[config.mk]
export PLATFORM = sky130hd
export DESIGN_NAME = gps_framer
export DESIGN_NICKNAME = d
export VERILOG_FILES = /design/src/rtl/gps_framer_pkg.sv /design/src/rtl/gps_len_lut.sv /design/src/rtl/gps_byte_fifo.sv /design/src/rtl/gps_frame_fsm.sv /design/src/rtl/gps_framer.sv
export SDC_FILE = /design/constraint.sdc
export NUM_CORES = 1
export LEC_CHECK = 0
export BUFFER_PORTS_ARGS = -buffer_cell sky130_fd_sc_hd__buf_2
export CORE_ASPECT_RATIO = 0.8
export CORE_MARGIN = 4
export CORE_UTILIZATION = 35
export DETAILED_ROUTE_END_ITERATION = 10
export PLACE_DENSITY = 0.54
export SLEW_MARGIN = 30
export SYNTH_ARGS = -nofsm -noshare
export SYNTH_HDL_FRONTEND = slang
export SYNTH_SLANG_ARGS = --single-unit
[constraint.sdc]
create_clock -name clk_i -period 3.05 [get_ports clk_i]
set_clock_uncertainty 0.1 [all_clocks]
set_input_delay 0.305 -clock clk_i [delete_from_list [all_inputs] [get_ports clk_i]]
set_output_delay 0.305 -clock clk_i [all_outputs]
set_load 0.01 [all_outputs]
[src/rtl/gps_framer_pkg.sv]
package gps_framer_pkg;
  localparam int LenW = 8;
  localparam int Overhead = 7;
  localparam logic [7:0] SyncByte = 8'h40;
  localparam logic [7:0] CrByte = 8'h0D;
  localparam logic [7:0] LfByte = 8'h0A;

  typedef enum logic [2:0] {
    S_HUNT1, S_HUNT2, S_CMD1, S_CMD2, S_BODY, S_CKSUM, S_CR, S_LF
  } fr_state_e;

  // total message length per command id, 0 = unknown
  function automatic logic [LenW-1:0] total_len(input logic [15:0] id);
    case (id)
      16'h4161: total_len = LenW'(10);
      16'h4262: total_len = LenW'(7);
      16'h4363: total_len = LenW'(15);
      default:  total_len = '0;
    endcase
  endfunction
endpackage

[src/rtl/gps_len_lut.sv]
module gps_len_lut
  import gps_framer_pkg::*;
(
  input  logic [15:0]     id_i,
  output logic [LenW-1:0] len_o
);
  assign len_o = total_len(id_i);
endmodule

[src/rtl/gps_byte_fifo.sv]
module gps_byte_fifo #(
  parameter int DEPTH = 16,
  parameter int DW    = 8
) (
  input  logic          clk_i,
  input  logic          rst_ni,
  input  logic          wr_i,
  input  logic [DW-1:0] wdata_i,
  output logic          full_o,
  output logic          valid_o,
  output logic [DW-1:0] rdata_o,
  input  logic          ready_i
);
  localparam int AW = (DEPTH > 1) ? $clog2(DEPTH) : 1;

  logic [DW-1:0] mem_q [DEPTH];
  logic [AW-1:0] wp_q, rp_q;
  logic [AW:0]   cnt_q;
  logic          push, pop;

  assign full_o  = (cnt_q == (AW+1)'(DEPTH));
  assign valid_o = (cnt_q != '0);
  assign rdata_o = mem_q[rp_q];
  assign push    = wr_i && !full_o;
  assign pop     = valid_o && ready_i;

  always_ff @(posedge clk_i) begin
    if (push) mem_q[wp_q] <= wdata_i;
  end

  always_ff @(posedge clk_i or negedge rst_ni) begin
    if (!rst_ni) begin
      wp_q  <= '0;
      rp_q  <= '0;
      cnt_q <= '0;
    end else begin
      if (push) wp_q <= (wp_q == AW'(DEPTH-1)) ? '0 : wp_q + 1'b1;
      if (pop)  rp_q <= (rp_q == AW'(DEPTH-1)) ? '0 : rp_q + 1'b1;
      cnt_q <= cnt_q + (AW+1)'(push) - (AW+1)'(pop);
    end
  end
endmodule

[src/rtl/gps_frame_fsm.sv]
module gps_frame_fsm
  import gps_framer_pkg::*;
(
  input  logic            clk_i,
  input  logic            rst_ni,
  input  logic            in_valid_i,
  input  logic [7:0]      in_data_i,
  output logic [15:0]     lut_id_o,
  input  logic [LenW-1:0] lut_len_i,
  output logic            wr_o,
  input  logic            full_i,
  output logic            done_o,
  output logic            ok_o,
  output logic [15:0]     cmd_o,
  output logic [LenW-1:0] len_o,
  output logic            unk_o
);
  fr_state_e       state_q;
  logic [7:0]      c1_q, xor_q;
  logic [LenW-1:0] cnt_q;
  logic            bad_q, ovf_q;

  assign lut_id_o = {c1_q, in_data_i};
  assign wr_o     = in_valid_i && (state_q == S_BODY);

  always_ff @(posedge clk_i or negedge rst_ni) begin
    if (!rst_ni) begin
      state_q <= S_HUNT1;
      c1_q    <= '0;
      xor_q   <= '0;
      cnt_q   <= '0;
      bad_q   <= 1'b0;
      ovf_q   <= 1'b0;
      done_o  <= 1'b0;
      ok_o    <= 1'b0;
      cmd_o   <= '0;
      len_o   <= '0;
      unk_o   <= 1'b0;
    end else begin
      done_o <= 1'b0;
      ok_o   <= 1'b0;
      unk_o  <= 1'b0;
      if (in_valid_i) begin
        case (state_q)
          S_HUNT1: if (in_data_i == SyncByte) state_q <= S_HUNT2;
          S_HUNT2: state_q <= (in_data_i == SyncByte) ? S_CMD1 : S_HUNT1;
          S_CMD1: begin
            c1_q    <= in_data_i;
            state_q <= S_CMD2;
          end
          S_CMD2: begin
            if (lut_len_i == '0) begin
              unk_o   <= 1'b1;
              state_q <= S_HUNT1;
            end else begin
              cmd_o   <= lut_id_o;
              len_o   <= lut_len_i;
              xor_q   <= c1_q ^ in_data_i;
              cnt_q   <= lut_len_i - LenW'(Overhead);
              bad_q   <= 1'b0;
              ovf_q   <= 1'b0;
              state_q <= (lut_len_i == LenW'(Overhead)) ? S_CKSUM : S_BODY;
            end
          end
          S_BODY: begin
            xor_q <= xor_q ^ in_data_i;
            if (full_i) ovf_q <= 1'b1;
            cnt_q <= cnt_q - 1'b1;
            if (cnt_q == LenW'(1)) state_q <= S_CKSUM;
          end
          S_CKSUM: begin
            if (in_data_i != xor_q) bad_q <= 1'b1;
            state_q <= S_CR;
          end
          S_CR: begin
            if (in_data_i != CrByte) bad_q <= 1'b1;
            state_q <= S_LF;
          end
          S_LF: begin
            done_o  <= 1'b1;
            ok_o    <= !bad_q && !ovf_q && (in_data_i == LfByte);
            state_q <= S_HUNT1;
          end
          default: state_q <= S_HUNT1;
        endcase
      end
    end
  end
endmodule

[src/rtl/gps_framer.sv]
module gps_framer
  import gps_framer_pkg::*;
#(
  parameter int DEPTH = 16
) (
  input  logic            clk_i,
  input  logic            rst_ni,
  input  logic            in_valid_i,
  input  logic [7:0]      in_data_i,
  output logic            pass_valid_o,
  output logic [7:0]      pass_data_o,
  output logic            buf_valid_o,
  output logic [7:0]      buf_data_o,
  input  logic            buf_ready_i,
  output logic            frame_done_o,
  output logic            frame_ok_o,
  output logic [15:0]     frame_cmd_o,
  output logic [LenW-1:0] frame_len_o,
  output logic            unk_cmd_o
);
  logic [15:0]     lut_id;
  logic [LenW-1:0] lut_len;
  logic            fifo_wr, fifo_full;

  always_ff @(posedge clk_i or negedge rst_ni) begin
    if (!rst_ni) begin
      pass_valid_o <= 1'b0;
      pass_data_o  <= '0;
    end else begin
      pass_valid_o <= in_valid_i;
      if (in_valid_i) pass_data_o <= in_data_i;
    end
  end

  gps_len_lut lut_i (.id_i(lut_id), .len_o(lut_len));

  gps_frame_fsm fsm_i (
    .clk_i, .rst_ni, .in_valid_i, .in_data_i,
    .lut_id_o(lut_id), .lut_len_i(lut_len),
    .wr_o(fifo_wr), .full_i(fifo_full),
    .done_o(frame_done_o), .ok_o(frame_ok_o),
    .cmd_o(frame_cmd_o), .len_o(frame_len_o), .unk_o(unk_cmd_o)
  );

  gps_byte_fifo #(.DEPTH(DEPTH), .DW(8)) fifo_i (
    .clk_i, .rst_ni,
    .wr_i(fifo_wr), .wdata_i(in_data_i), .full_o(fifo_full),
    .valid_o(buf_valid_o), .rdata_o(buf_data_o), .ready_i(buf_ready_i)
  );
endmodule

==> results.sh <==
export IMPL_outcome="completed"
export IMPL_grt_busiest_layer="met2"
export IMPL_antenna_cells=0
export IMPL_critPathMaxStageDelay_ns=0.54
export IMPL_die_w_um=183
export IMPL_synthTopCellsByArea="edfxtp_1 (45%), dfrtp_1 (21%), mux4_2 (11%)"
export IMPL_use_met1_pct=19.5
export IMPL_ys_ff_latch=201
export IMPL_synth_largest_area_cell="edfxtp_1"
export IMPL_n_fill_cell=2145
export IMPL_met3_usage_pct=3.22
export IMPL_rsz0062_at_grt="false"
export IMPL_required_ns=2.64
export IMPL_drc=0
export IMPL_p_seq_share_pct=42.9
export IMPL_powerDensity_nw_per_um2=726
export IMPL_cts_root_buffer="clkbuf_16"
export IMPL_grt_max_degree=74
export IMPL_clock_path_buffers=3
export IMPL_pwr_share_comb_pct=22.4
export IMPL_numCtsBuffers=22
export IMPL_end_kind="primary output"
export IMPL_synthTopCellsByCount="edfxtp_1 (128), dfrtp_1 (73), mux4_2 (40), nor2_1 (37), nand2_1 (27)"
export IMPL_synth_avg_cell_area_um2=15.3
export IMPL_area_growth_pct=17.9
export IMPL_yosysWarnings=0
export IMPL_drtAntennaViolNets=0
export IMPL_start_util_pct=36.1
export IMPL_die_area_um2=27100
export IMPL_gp_congestion=0.786
export IMPL_async_reset_ff_share_pct=36.3
export IMPL_antenna_found_initial=0
export IMPL_fin_setup_tns_ns=0
export IMPL_cpMostUsedCell="mux4_2"
export IMPL_fmax_ghz=0.348
export IMPL_hold_class="in -> reg"
export IMPL_fp_dieH_um=148
export IMPL_wl_per_cell_um=19.2
export IMPL_synth_edff_count=128
export IMPL_gr_usage_met2_pct=22.5
export IMPL_io_pin_count=57
export IMPL_drive_above_1_share_pct=31.1
export IMPL_p_sw_share_pct=26.6
export IMPL_clk_pin_slew_worst_paths_ns=0.06
export IMPL_period_share_pct=94.1
export IMPL_mappedNetlistArea_um2=8570
export IMPL_relSlewSlack_pct=50.6
export IMPL_finalHoldViolCount=0
export IMPL_num_rows=50
export IMPL_hpwl_um=12300
export IMPL_io_buffer_count=52
export IMPL_dp_cells=924
export IMPL_synth_top_area_share_pct=44.8
export IMPL_vdd_drop_max_v=0.000382
export IMPL_cp_max_fo=14
export IMPL_max_cap_viol_count=0
export IMPL_yosysSeqAreaShare_pct=66.2
export IMPL_cts_htree_levels=1
export IMPL_via_count=4943
export IMPL_clk_latency_ns=0.51
export IMPL_drtPass1Iterations=4
export IMPL_p_clk_share_pct=34.7
export IMPL_internal_power_mw=5.39
export IMPL_power_switching_mw=1.95
export IMPL_gr_total_overflow=0
export IMPL_grt_usage_pct=14.1
export IMPL_setup_viol=0
export IMPL_coreArea_um2=23800
export IMPL_p_leak_nw=3.90
export IMPL_synthCells=561
export IMPL_crit_arrival_ns=2.47
export IMPL_viasPerCell=5.09
export IMPL_drt_total_wl_um=18700
export IMPL_synth_flop_cell="edfxtp_1"
export IMPL_crit_chain="buf_12 -> mux4_2 -> mux4_2 -> buf_2"
export IMPL_final_cells=972
export IMPL_fin_nets=671
export IMPL_hold_ws_ns=0.0400
export IMPL_grt_pass1_vias=5201
export IMPL_ys_types=60
export IMPL_tightest_slew_ns=0.741
export IMPL_synth_most_common_cell="edfxtp_1"
export IMPL_min_period_ns=2.87
export IMPL_grt_pass1_wl_um=29600
export IMPL_cts_tree="yes"
export IMPL_start_kind="flip-flop"
export IMPL_drtIter0Drc=379
export IMPL_critPathSlowestCell="mux4_2"
export IMPL_path_class="reg -> out"
export IMPL_cts_num_sinks=201
export IMPL_slew_violations=0
[metal layers]
metal / routed length (um) / up-vias
met3: 915 / 32
met1: 8370 / 2519
li1: - / 2268
met5: 0 / -
met2: 9010 / 124
met4: 414 / 0
[repair_timing]
item / in CTS / in global routing
setup endpoints to repair: 8 / 9
gates cloned: 0 / 0
buffers inserted: 0 / 7
gates resized for setup: 1 / 4
endpoints found under the hold margin: 73 / 0
hold buffers: 1 / 0
[power groups by stage]
stage               sequential [mW]  combinational (mW)  clock, mW
global placement               3.22                1.54          0
floorplan                      3.09                1.18          0
global route                   3.17                1.81       2.74
CTS                            3.18                1.59       2.63
detailed placement             3.23                1.58          0
finish                         3.15                1.65       2.55
[placed cells by master, fill, tap and decap left out, drive strengths merged, types with 5 or more instances in the layout]
cell / instances
nor2: 37
nor3: 19
nand3: 11
inv: 22
a21oi: 21
nand2: 27
nand4: 5
clkinv: 7
nor2b: 7
mux4: 40
edfxtp: 128
o21ai: 26
ha: 14
xnor2: 12
nand2b: 6
clkbuf: 33
a31oi: 5
mux2: 18
dfrtp: 73
buf: 92
or2: 5
[area by class of cell]
class / count / area (um^2) / area share (%)
inverter: 22 / 82.6 / 0.817
clock buffer: 33 / 662 / 6.55
multi-input combinational: 304 / 2660 / 26.3
timing repair buffer: 93 / 589 / 5.83
sequential: 201 / 5670 / 56.1
tap: 312 / 390 / 3.86
clock inverter: 7 / 50.0 / 0.495
[final timing paths]
check | end | cells past startpoint | slack, ns | from
max | buf_data_o[2] | 4 | 0.18 | fifo_i.rp_q[0]
min | fsm_i.done_o | 3 | 0.04 | in_valid_i
max reg2reg | fifo_i.cnt_q[4] | 14 | 0.24 | fifo_i.cnt_q[3]
min reg2reg | fsm_i.cmd_o[5] | 1 | 0.37 | fsm_i.cmd_o[5]
max in group asynchronous | fifo_i.rp_q[0] | 2 | 2.02 | rst_ni
min in group asynchronous | pass_data_o[4] | 2 | 0.26 | rst_ni
[registers in the layout, summed over array words and instances, names as in the netlist]
name	count
fifo_i.mem_q	128
fsm_i.len_o	3
fifo_i.rp_q	4
fsm_i.done_o	1
fsm_i.ok_o	1
pass_data_o	8
fsm_i.unk_o	1
fifo_i.cnt_q	5
fsm_i.state_q	3
fsm_i.c1_q	8
fifo_i.wp_q	4
fsm_i.bad_q	1
fsm_i.cmd_o	16
fsm_i.xor_q	8
fsm_i.ovf_q	1
pass_valid_o	1
fsm_i.cnt_q	8
[worst max-delay path, delay by kind of cell (launching register included)]
kind | cells | cell delay (ns)
muxes | 2 | 1.05
DFF | 1 | 0.53
buffers and inverters | 2 | 0.36
[logic make-up after synthesis]
group | Yosys count | share of synthesized area, %
xor+xnor | 15 | 1.53
compound gates | 74 | 5.24
buf+inv | 59 | 3.14
fa+ha+maj | 15 | 2.28
simple gates | 138 | 8.74
flops | 201 | 66.2
mux | 58 | 12.9
other cells | 1 | 0.0437
[per-stage QoR]
step	utilization [%]	cell area [um^2]	setup slack, ns	power, mW
floorplan	-	8580	0.0260	4.28
global placement	39.2	9320	0.151	4.77
detailed placement	39.2	9320	0.0234	4.81
CTS	42.2	10000	0.0176	7.39
global route	42.5	10100	0.0439	7.72
finish	42.5	10100	0.179	7.34
Power figures use the tool's default switching activity.
